File: config.mk
export PLATFORM = sky130hd
export DESIGN_NAME = nec_runlen_decoder
export DESIGN_NICKNAME = d
export VERILOG_FILES = /design/src/rtl/nec_rl_pkg.sv /design/src/rtl/nec_rl_accum.sv /design/src/rtl/nec_bit_shifter.sv /design/src/rtl/nec_cmd_check.sv /design/src/rtl/nec_runlen_decoder.sv
export SDC_FILE = /design/constraint.sdc
export NUM_CORES = 1
export LEC_CHECK = 0
export BUFFER_PORTS_ARGS = -buffer_cell sky130_fd_sc_hd__clkbuf_2
export CAP_MARGIN = 20
export CORE_ASPECT_RATIO = 0.75
export CORE_UTILIZATION = 59
export CTS_CLUSTER_DIAMETER = 60
export DETAILED_ROUTE_END_ITERATION = 8
export GPL_TIMING_DRIVEN = 0
export PLACE_DENSITY = 0.89
export SYNTH_ARGS = -nofsm -noshare
export SYNTH_HDL_FRONTEND = slang
export SYNTH_SLANG_ARGS = --single-unit
File: constraint.sdc
create_clock -name clk -period 3.8 [get_ports clk]
set_input_delay 0.57 -clock clk [delete_from_list [all_inputs] [get_ports clk]]
set_output_delay 0.57 -clock clk [all_outputs]
set_load 0.005 [all_outputs]
File: src/rtl/nec_rl_pkg.sv
`timescale 1ns/1ps
package nec_rl_pkg;
   // Decoder phase: leader mark, leader space, data mark, data space, skip rest of packet
   typedef enum logic [2:0] {
      ST_LMARK  = 3'd0,
      ST_LSPACE = 3'd1,
      ST_DMARK  = 3'd2,
      ST_DSPACE = 3'd3,
      ST_DRAIN  = 3'd4
   } nec_state_e;

   // Run accumulator operation
   typedef enum logic [1:0] {
      ACC_HOLD = 2'd0,
      ACC_ADD  = 2'd1,
      ACC_LOAD = 2'd2
   } acc_op_e;
endpackage

File: src/rtl/nec_rl_accum.sv
`timescale 1ns/1ps
module nec_rl_accum
   import nec_rl_pkg::*;
#(
   parameter int CNT_W   = 7,
   parameter int ACC_W   = 12,
   parameter int RST_VAL = 64
) (
   input  logic             clk,
   input  logic             rst_n,
   input  acc_op_e          op,
   input  logic [ACC_W-1:0] ld_val,
   input  logic [CNT_W-1:0] add_val,
   output logic [ACC_W-1:0] acc
);
   localparam int SUM_W = ACC_W + 1;
   localparam logic [ACC_W-1:0] ACC_MAX = '1;
   localparam logic [ACC_W-1:0] ACC_RST = ACC_W'(RST_VAL);

   logic [SUM_W-1:0] sum;

   // saturating add so very long runs never wrap below a limit
   assign sum = {1'b0, acc} + {{(SUM_W-CNT_W){1'b0}}, add_val};

   always_ff @(posedge clk or negedge rst_n) begin
      if (!rst_n) begin
         acc <= ACC_RST;
      end else begin
         unique case (op)
            ACC_ADD:  acc <= sum[ACC_W] ? ACC_MAX : sum[ACC_W-1:0];
            ACC_LOAD: acc <= ld_val;
            default:  acc <= acc;
         endcase
      end
   end
endmodule

File: src/rtl/nec_bit_shifter.sv
`timescale 1ns/1ps
module nec_bit_shifter #(
   parameter int NBITS = 32,
   localparam int CW   = $clog2(NBITS + 1)
) (
   input  logic             clk,
   input  logic             rst_n,
   input  logic             clr,
   input  logic             shift,
   input  logic             bit_in,
   output logic [NBITS-1:0] word_nxt,
   output logic [CW-1:0]    cnt
);
   logic [NBITS-1:0] word;

   // LSB-first: new bits enter at the top and move down, so the first bit ends at bit 0
   assign word_nxt = {bit_in, word[NBITS-1:1]};

   always_ff @(posedge clk or negedge rst_n) begin
      if (!rst_n) begin
         word <= '0;
         cnt  <= '0;
      end else if (clr) begin
         word <= '0;
         cnt  <= '0;
      end else if (shift) begin
         word <= word_nxt;
         cnt  <= cnt + CW'(1);
      end
   end
endmodule

File: src/rtl/nec_cmd_check.sv
`timescale 1ns/1ps
module nec_cmd_check #(
   parameter bit CHECK_CMD = 1'b1
) (
   input  logic [15:0] pair,   // top two bytes of the code: inverted command, command
   output logic        ok
);
   generate
      if (CHECK_CMD) begin : g_check
         assign ok = ((pair[15:8] ^ pair[7:0]) == 8'hFF);
      end else begin : g_pass
         logic unused_pair;
         assign unused_pair = ^pair;
         assign ok = 1'b1 | unused_pair;
      end
   endgenerate
endmodule

File: src/rtl/nec_runlen_decoder.sv
`timescale 1ns/1ps
module nec_runlen_decoder
   import nec_rl_pkg::*;
#(
   parameter int CNT_W          = 7,
   parameter int ACC_W          = 12,
   parameter int NBITS          = 32,
   parameter bit MARK_LVL       = 1'b1,
   parameter bit CHECK_CMD      = 1'b1,
   parameter int LEAD_OFS       = 64,
   parameter int LEAD_MARK_MIN  = 80,
   parameter int LEAD_SPACE_MIN = 40,
   parameter int MARK_MAX       = 26,
   parameter int SPACE_ONE_MIN  = 26,
   parameter int SPACE_MAX      = 53,
   localparam int IN_W          = CNT_W + 1,
   localparam int CW            = $clog2(NBITS + 1)
) (
   input  logic             clk,
   input  logic             rst_n,
   input  logic             in_valid,
   input  logic [IN_W-1:0]  in_data,
   output logic             in_ready,
   input  logic             pkt_end,
   output logic [NBITS-1:0] code,
   output logic             code_valid,
   output logic             code_error
);
   // elaboration-time parameter checks
   generate
      if (ACC_W <= CNT_W) begin : g_bad_accw
         $error("ACC_W must exceed CNT_W");
      end
      if (NBITS < 16) begin : g_bad_nbits
         $error("NBITS must be at least 16");
      end
      if (LEAD_OFS >= (1 << ACC_W) || SPACE_MAX >= (1 << ACC_W)) begin : g_bad_lim
         $error("limits do not fit in ACC_W");
      end
   endgenerate

   localparam logic [ACC_W-1:0] L_MARK  = ACC_W'(LEAD_MARK_MIN);
   localparam logic [ACC_W-1:0] L_SPACE = ACC_W'(LEAD_SPACE_MIN);
   localparam logic [ACC_W-1:0] D_MARK  = ACC_W'(MARK_MAX);
   localparam logic [ACC_W-1:0] D_ONE   = ACC_W'(SPACE_ONE_MIN);
   localparam logic [ACC_W-1:0] D_SPMAX = ACC_W'(SPACE_MAX);
   localparam logic [ACC_W-1:0] OFS     = ACC_W'(LEAD_OFS);
   localparam logic [CW-1:0]    LAST_BIT = CW'(NBITS - 1);

   nec_state_e        st, st_nxt;
   acc_op_e           acc_op;
   logic [ACC_W-1:0]  acc, acc_ld;
   logic              is_mark;
   logic [CNT_W-1:0]  run;
   logic [ACC_W-1:0]  run_ext;
   logic              sh_clr, sh_en, sh_bit;
   logic [NBITS-1:0]  word_nxt;
   logic [CW-1:0]     bit_cnt;
   logic              cmd_ok;
   logic              fin_ok, fin_err;

   assign in_ready = 1'b1;
   assign is_mark  = (in_data[CNT_W] == MARK_LVL);
   assign run      = in_data[CNT_W-1:0];
   assign run_ext  = {{(ACC_W-CNT_W){1'b0}}, run};

   nec_rl_accum #(
      .CNT_W   (CNT_W),
      .ACC_W   (ACC_W),
      .RST_VAL (LEAD_OFS)
   ) u_acc (
      .clk     (clk),
      .rst_n   (rst_n),
      .op      (acc_op),
      .ld_val  (acc_ld),
      .add_val (run),
      .acc     (acc)
   );

   nec_bit_shifter #(
      .NBITS (NBITS)
   ) u_shf (
      .clk      (clk),
      .rst_n    (rst_n),
      .clr      (sh_clr),
      .shift    (sh_en),
      .bit_in   (sh_bit),
      .word_nxt (word_nxt),
      .cnt      (bit_cnt)
   );

   nec_cmd_check #(
      .CHECK_CMD (CHECK_CMD)
   ) u_chk_cmd (
      .pair (word_nxt[NBITS-1 -: 16]),
      .ok   (cmd_ok)
   );

   // A run is judged only when a byte of the opposite level arrives,
   // so acc always holds the merged length of the run being closed.
   always_comb begin
      st_nxt  = st;
      acc_op  = ACC_HOLD;
      acc_ld  = '0;
      sh_clr  = 1'b0;
      sh_en   = 1'b0;
      sh_bit  = 1'b0;
      fin_ok  = 1'b0;
      fin_err = 1'b0;
      if (in_valid) begin
         unique case (st)
            ST_LMARK: begin
               if (is_mark) begin
                  acc_op = ACC_ADD;
               end else if (acc > L_MARK) begin
                  st_nxt = ST_LSPACE;
                  acc_op = ACC_LOAD;
                  acc_ld = run_ext;
               end else begin
                  acc_op = ACC_LOAD;
               end
            end
            ST_LSPACE: begin
               if (!is_mark) begin
                  acc_op = ACC_ADD;
               end else if (acc > L_SPACE) begin
                  st_nxt = ST_DMARK;
                  acc_op = ACC_LOAD;
                  acc_ld = run_ext;
                  sh_clr = 1'b1;
               end else begin
                  acc_op = ACC_LOAD;
               end
            end
            ST_DMARK: begin
               if (is_mark) begin
                  acc_op = ACC_ADD;
               end else if (acc > D_MARK) begin
                  fin_err = 1'b1;
               end else begin
                  st_nxt = ST_DSPACE;
                  acc_op = ACC_LOAD;
                  acc_ld = run_ext;
               end
            end
            ST_DSPACE: begin
               if (!is_mark) begin
                  acc_op = ACC_ADD;
               end else if (acc > D_SPMAX) begin
                  fin_err = 1'b1;
               end else begin
                  sh_en  = 1'b1;
                  sh_bit = (acc > D_ONE);
                  if (bit_cnt == LAST_BIT) begin
                     fin_ok = 1'b1;
                  end else begin
                     st_nxt = ST_DMARK;
                     acc_op = ACC_LOAD;
                     acc_ld = run_ext;
                  end
               end
            end
            default: ;
         endcase
      end
      if (fin_ok || fin_err) begin
         st_nxt = ST_DRAIN;
      end
      if (pkt_end) begin
         if (st != ST_DRAIN && !fin_ok && !fin_err) begin
            fin_err = 1'b1;
         end
         st_nxt = ST_LMARK;
         acc_op = ACC_LOAD;
         acc_ld = OFS;
      end
   end

   always_ff @(posedge clk or negedge rst_n) begin
      if (!rst_n) begin
         st         <= ST_LMARK;
         code       <= '0;
         code_valid <= 1'b0;
         code_error <= 1'b0;
      end else begin
         st         <= st_nxt;
         code_valid <= fin_ok & cmd_ok;
         code_error <= fin_err | (fin_ok & ~cmd_ok);
         if (fin_err) begin
            code <= '1;
         end else if (fin_ok) begin
            code <= word_nxt;
         end
      end
   end
endmodule

==> flow_summary.json <==
{
  "cts_setup_buffers": 0,
  "postLayoutCoreUtil": 0.708,
  "required_ps": 4070,
  "netlist_area_mm2": 0.00440,
  "cellPowerDensity_mw_per_mm2": 498,
  "worst_setup_path_end_kind": "register",
  "synth_edf_count": 0,
  "grt_pass1_vias": 3576,
  "cts.repair.resized": 0,
  "critPathKind": "register to register",
  "leakagePower_nw": 2.18,
  "cpMostUsedCell": "nor2b_1",
  "hold_viol_final": 0,
  "arrival_ps": 3510,
  "wl_per_cell_um": 17.5,
  "yosys_warnings": 0,
  "ys_seq_area_frac": 0.490,
  "clkPwrFrac": 0.241,
  "diodes": 0,
  "cts_buffer_depth": 2,
  "synth.top_cell.area_share": 0.484,
  "period_share": 0.853,
  "synth_cell_types": 61,
  "rows": 26,
  "gp_congestion": 0.891,
  "startpoint_type": "register",
  "final_layout_size_suffix_gt1_frac": 0.170,
  "yosys.area_share.simple": 0.181,
  "synth_nets": 466,
  "drc": 0,
  "path_clk_slew_ps": 90,
  "cts_sinks": 86,
  "stdcell_count": 604,
  "drt_iter0_markers": 359,
  "ant_nets": 0,
  "final_area_mm2": 0.00495,
  "hold_class": "input pin to async pin",
  "die_height_um": 76.8,
  "cp_max_fo": 8,
  "path_delay_family": "compound AO/OA/AOI/OAI gates",
  "synthAdderAreaFrac": 0.0302,
  "yosys.area.top_type": "dfrtp_1",
  "cts_tree": "built",
  "core_area_mm2": 0.00699,
  "rsz0062_at_grt": "false",
  "dpl.hpwl_um": 7690,
  "critical_path.cell_chain": "a211o_1 > nor2b_1 > o32ai_2 > a21oi_1 > o21bai_1 > ha_1 > clkbuf_1 > nor2b_1 > nor2b_1 > and2_1 > o31ai_2 > o221ai_1",
  "start_util": 0.629,
  "setup_viol": 0,
  "cts-root-buf": "clkbuf_8",
  "intPower_mw": 1.55,
  "cp_num_buf_inv": 1,
  "yosys.area_share.xor_xnor": 0.0339,
  "synthFlopType": "dfrtp_1",
  "grt-ovfl-total": 0,
  "crit_cells": 12,
  "crit_slowest_cell": "dfrtp_1",
  "synth_seq_cells": 86,
  "synth_compound_area_frac": 0.218,
  "fmax_mhz": 308,
  "max_stage_delay_ps": 480,
  "skew_ps": 11.3,
  "layout.area.seq_mm2": 0.00215,
  "ios": 47,
  "syn_area_per_cell_um2": 9.91,
  "yosys-top-cells-area": "dfrtp_1 (48%), a221o_1 (7.3%), nand2_1 (6.2%), a21oi_1 (3.6%), ha_1 (2.6%)",
  "cts_buffers": 9,
  "switching_power_mw": 0.917,
  "dr_total_vias": 3816,
  "drv_slew": 0,
  "vdd.ir_drop.worst_mv": 0.451,
  "fill_cells": 515,
  "r2r_cells": 12,
  "drt_wl_total_um": 10600,
  "multi_input_area_mm2": 0.00204,
  "synth_async_sr_flop_share": 1.00,
  "synth_top_family_by_area": "compound AO/OA/AOI/OAI gates",
  "grt_pass1_wl_um": 17600,
  "hold_buffers": 0,
  "max_slew_margin": 0.611,
  "finalPower_mw": 2.47,
  "setup_tns_ps": 0,
  "die_area_mm2": 0.00781,
  "synthCells": 444,
  "numPortBuffers": 45,
  "clock_latency_ps": 360,
  "htree_levels": 3,
  "combPwrFrac": 0.305,
  "seqPwrFrac": 0.454,
  "status": "complete, no violations",
  "dp_cells": 588,
  "chipWidth_um": 102,
  "min_period_ps": 3240,
  "antenna_found_initial": 0,
  "dr.pass1.iters": 5,
  "track_usage": 0.293,
  "netSwitchingFraction": 0.372,
  "worst_pin_slew_ps": 575,
  "synth_mux_area_frac": 0,
  "cap_violations": 0,
  "finalNetCount": 523,
  "layout-area-overhead-vs-synth_pct": 12.7,
  "place_area_mm2": 0.00478,
  "grt_max_degree": 51,
  "routed_via_density": 6.32
}
==> metal layers <==
metal,GRT usage,wire [um]
met1,0.413,4620
met3,0.0647,818
met4,0.0899,154
met5,0,0
met2,0.451,4980
==> worst paths after layout <==
path | start | endpoint | slack, ps
min in group clk | pkt_end | st[2]$_DFFE_PN0P_ | 470
min reg2reg | code[25]$_DFFE_PN0P_ | code[25]$_DFFE_PN0P_ | 520
max reg2reg | u_acc.acc[1]$_DFFE_PN0P_ | u_acc.acc[5]$_DFFE_PN0P_ | 560
max in group asynchronous | rst_n | code[18]$_DFFE_PN0P_ | 2980
max | u_acc.acc[1]$_DFFE_PN0P_ | u_acc.acc[5]$_DFFE_PN0P_ | 560
min | rst_n | st[0]$_DFFE_PN0P_ | 200
==> cells by family after synthesis <==
family / Yosys count
and+or+nand+nor: 162
AOI/OAI and AO/OA: 128
DFF: 86
buffers and inverters: 40
xor gates and xnor gates: 17
adders and majority gates: 10
other: 1
==> Yosys cell counts, types with 2 or more instances <==
library cell,n
a31oi_1,6
a22oi_1,2
a211oi_1,3
inv_1,13
o211ai_1,6
nor2b_1,8
buf_6,5
buf_2,5
xor2_1,6
nor2_1,25
and3b_1,3
a21o_1,3
xnor2_1,11
a221o_1,32
nand2_1,73
a21oi_1,32
or3_1,4
nor3_4,3
nand2b_1,3
nand4_1,6
nand3_1,5
and3_1,4
o21ai_0,20
ha_1,9
o21a_1,2
nor3b_1,2
nor4_1,5
dfrtp_1,85
clkbuf_1,15
buf_4,2
nor3_1,11
a221oi_1,2
and2_1,4
o211ai_2,2
==> flip-flops by register name, summed over array words and instances, names as in the netlist <==
register,cells
st,3
u_shf.cnt,6
u_acc.acc,12
code,32
code_valid,1
code_error,1
u_shf.word,31
==> stage by stage <==
stage / setup WS [ps] / hold WS, ps
after floorplan: 1130 / 274
after global placement: 814 / 497
after detailed placement: 650 / 499
after CTS: 631 / 215
after global routing: 390 / 235
final: 557 / 204
==> cell type report <==
| cell class | count | share of cell area |
|---|---|---|
| multi-input combinational | 318 | 0.412 |
| clock inverter | 7 | 0.0111 |
| timing repair buffer | 46 | 0.0515 |
| buffer | 27 | 0.0308 |
| sequential | 86 | 0.435 |
| tap | 98 | 0.0247 |
| inverter | 13 | 0.00985 |
| clock buffer | 9 | 0.0250 |
==> layout by cell type, fill, tap and decap left out, drive strengths merged, types with 3 or more instances in the layout <==
cell type and count:
a211oi 3, a21o 3, a21oi 32, a221o 32
a31oi 6, and2 4, and3 4, and3b 3
buf 13, clkbuf 69, dfrtp 85, ha 9
inv 16, nand2 74, nand2b 3, nand3 5
nand4 6, nor2 25, nor2b 8, nor3 15
nor4 5, o211ai 9, o21ai 21, or3 4
xnor2 11, xor2 6
==> power by group through the flow <==
| stage | clock (mW) | combinational [mW] | sequential [mW] |
|---|---|---|---|
| after CTS | 0.607 | 0.739 | 1.11 |
| after global routing | 0.645 | 0.827 | 1.13 |
| after global placement | 0 | 0.685 | 1.12 |
| after detailed placement | 0 | 0.731 | 1.13 |
| final | 0.595 | 0.753 | 1.12 |
| after floorplan | 0 | 0.533 | 1.10 |
No activity file was read; power rests on OpenSTA's default activity.
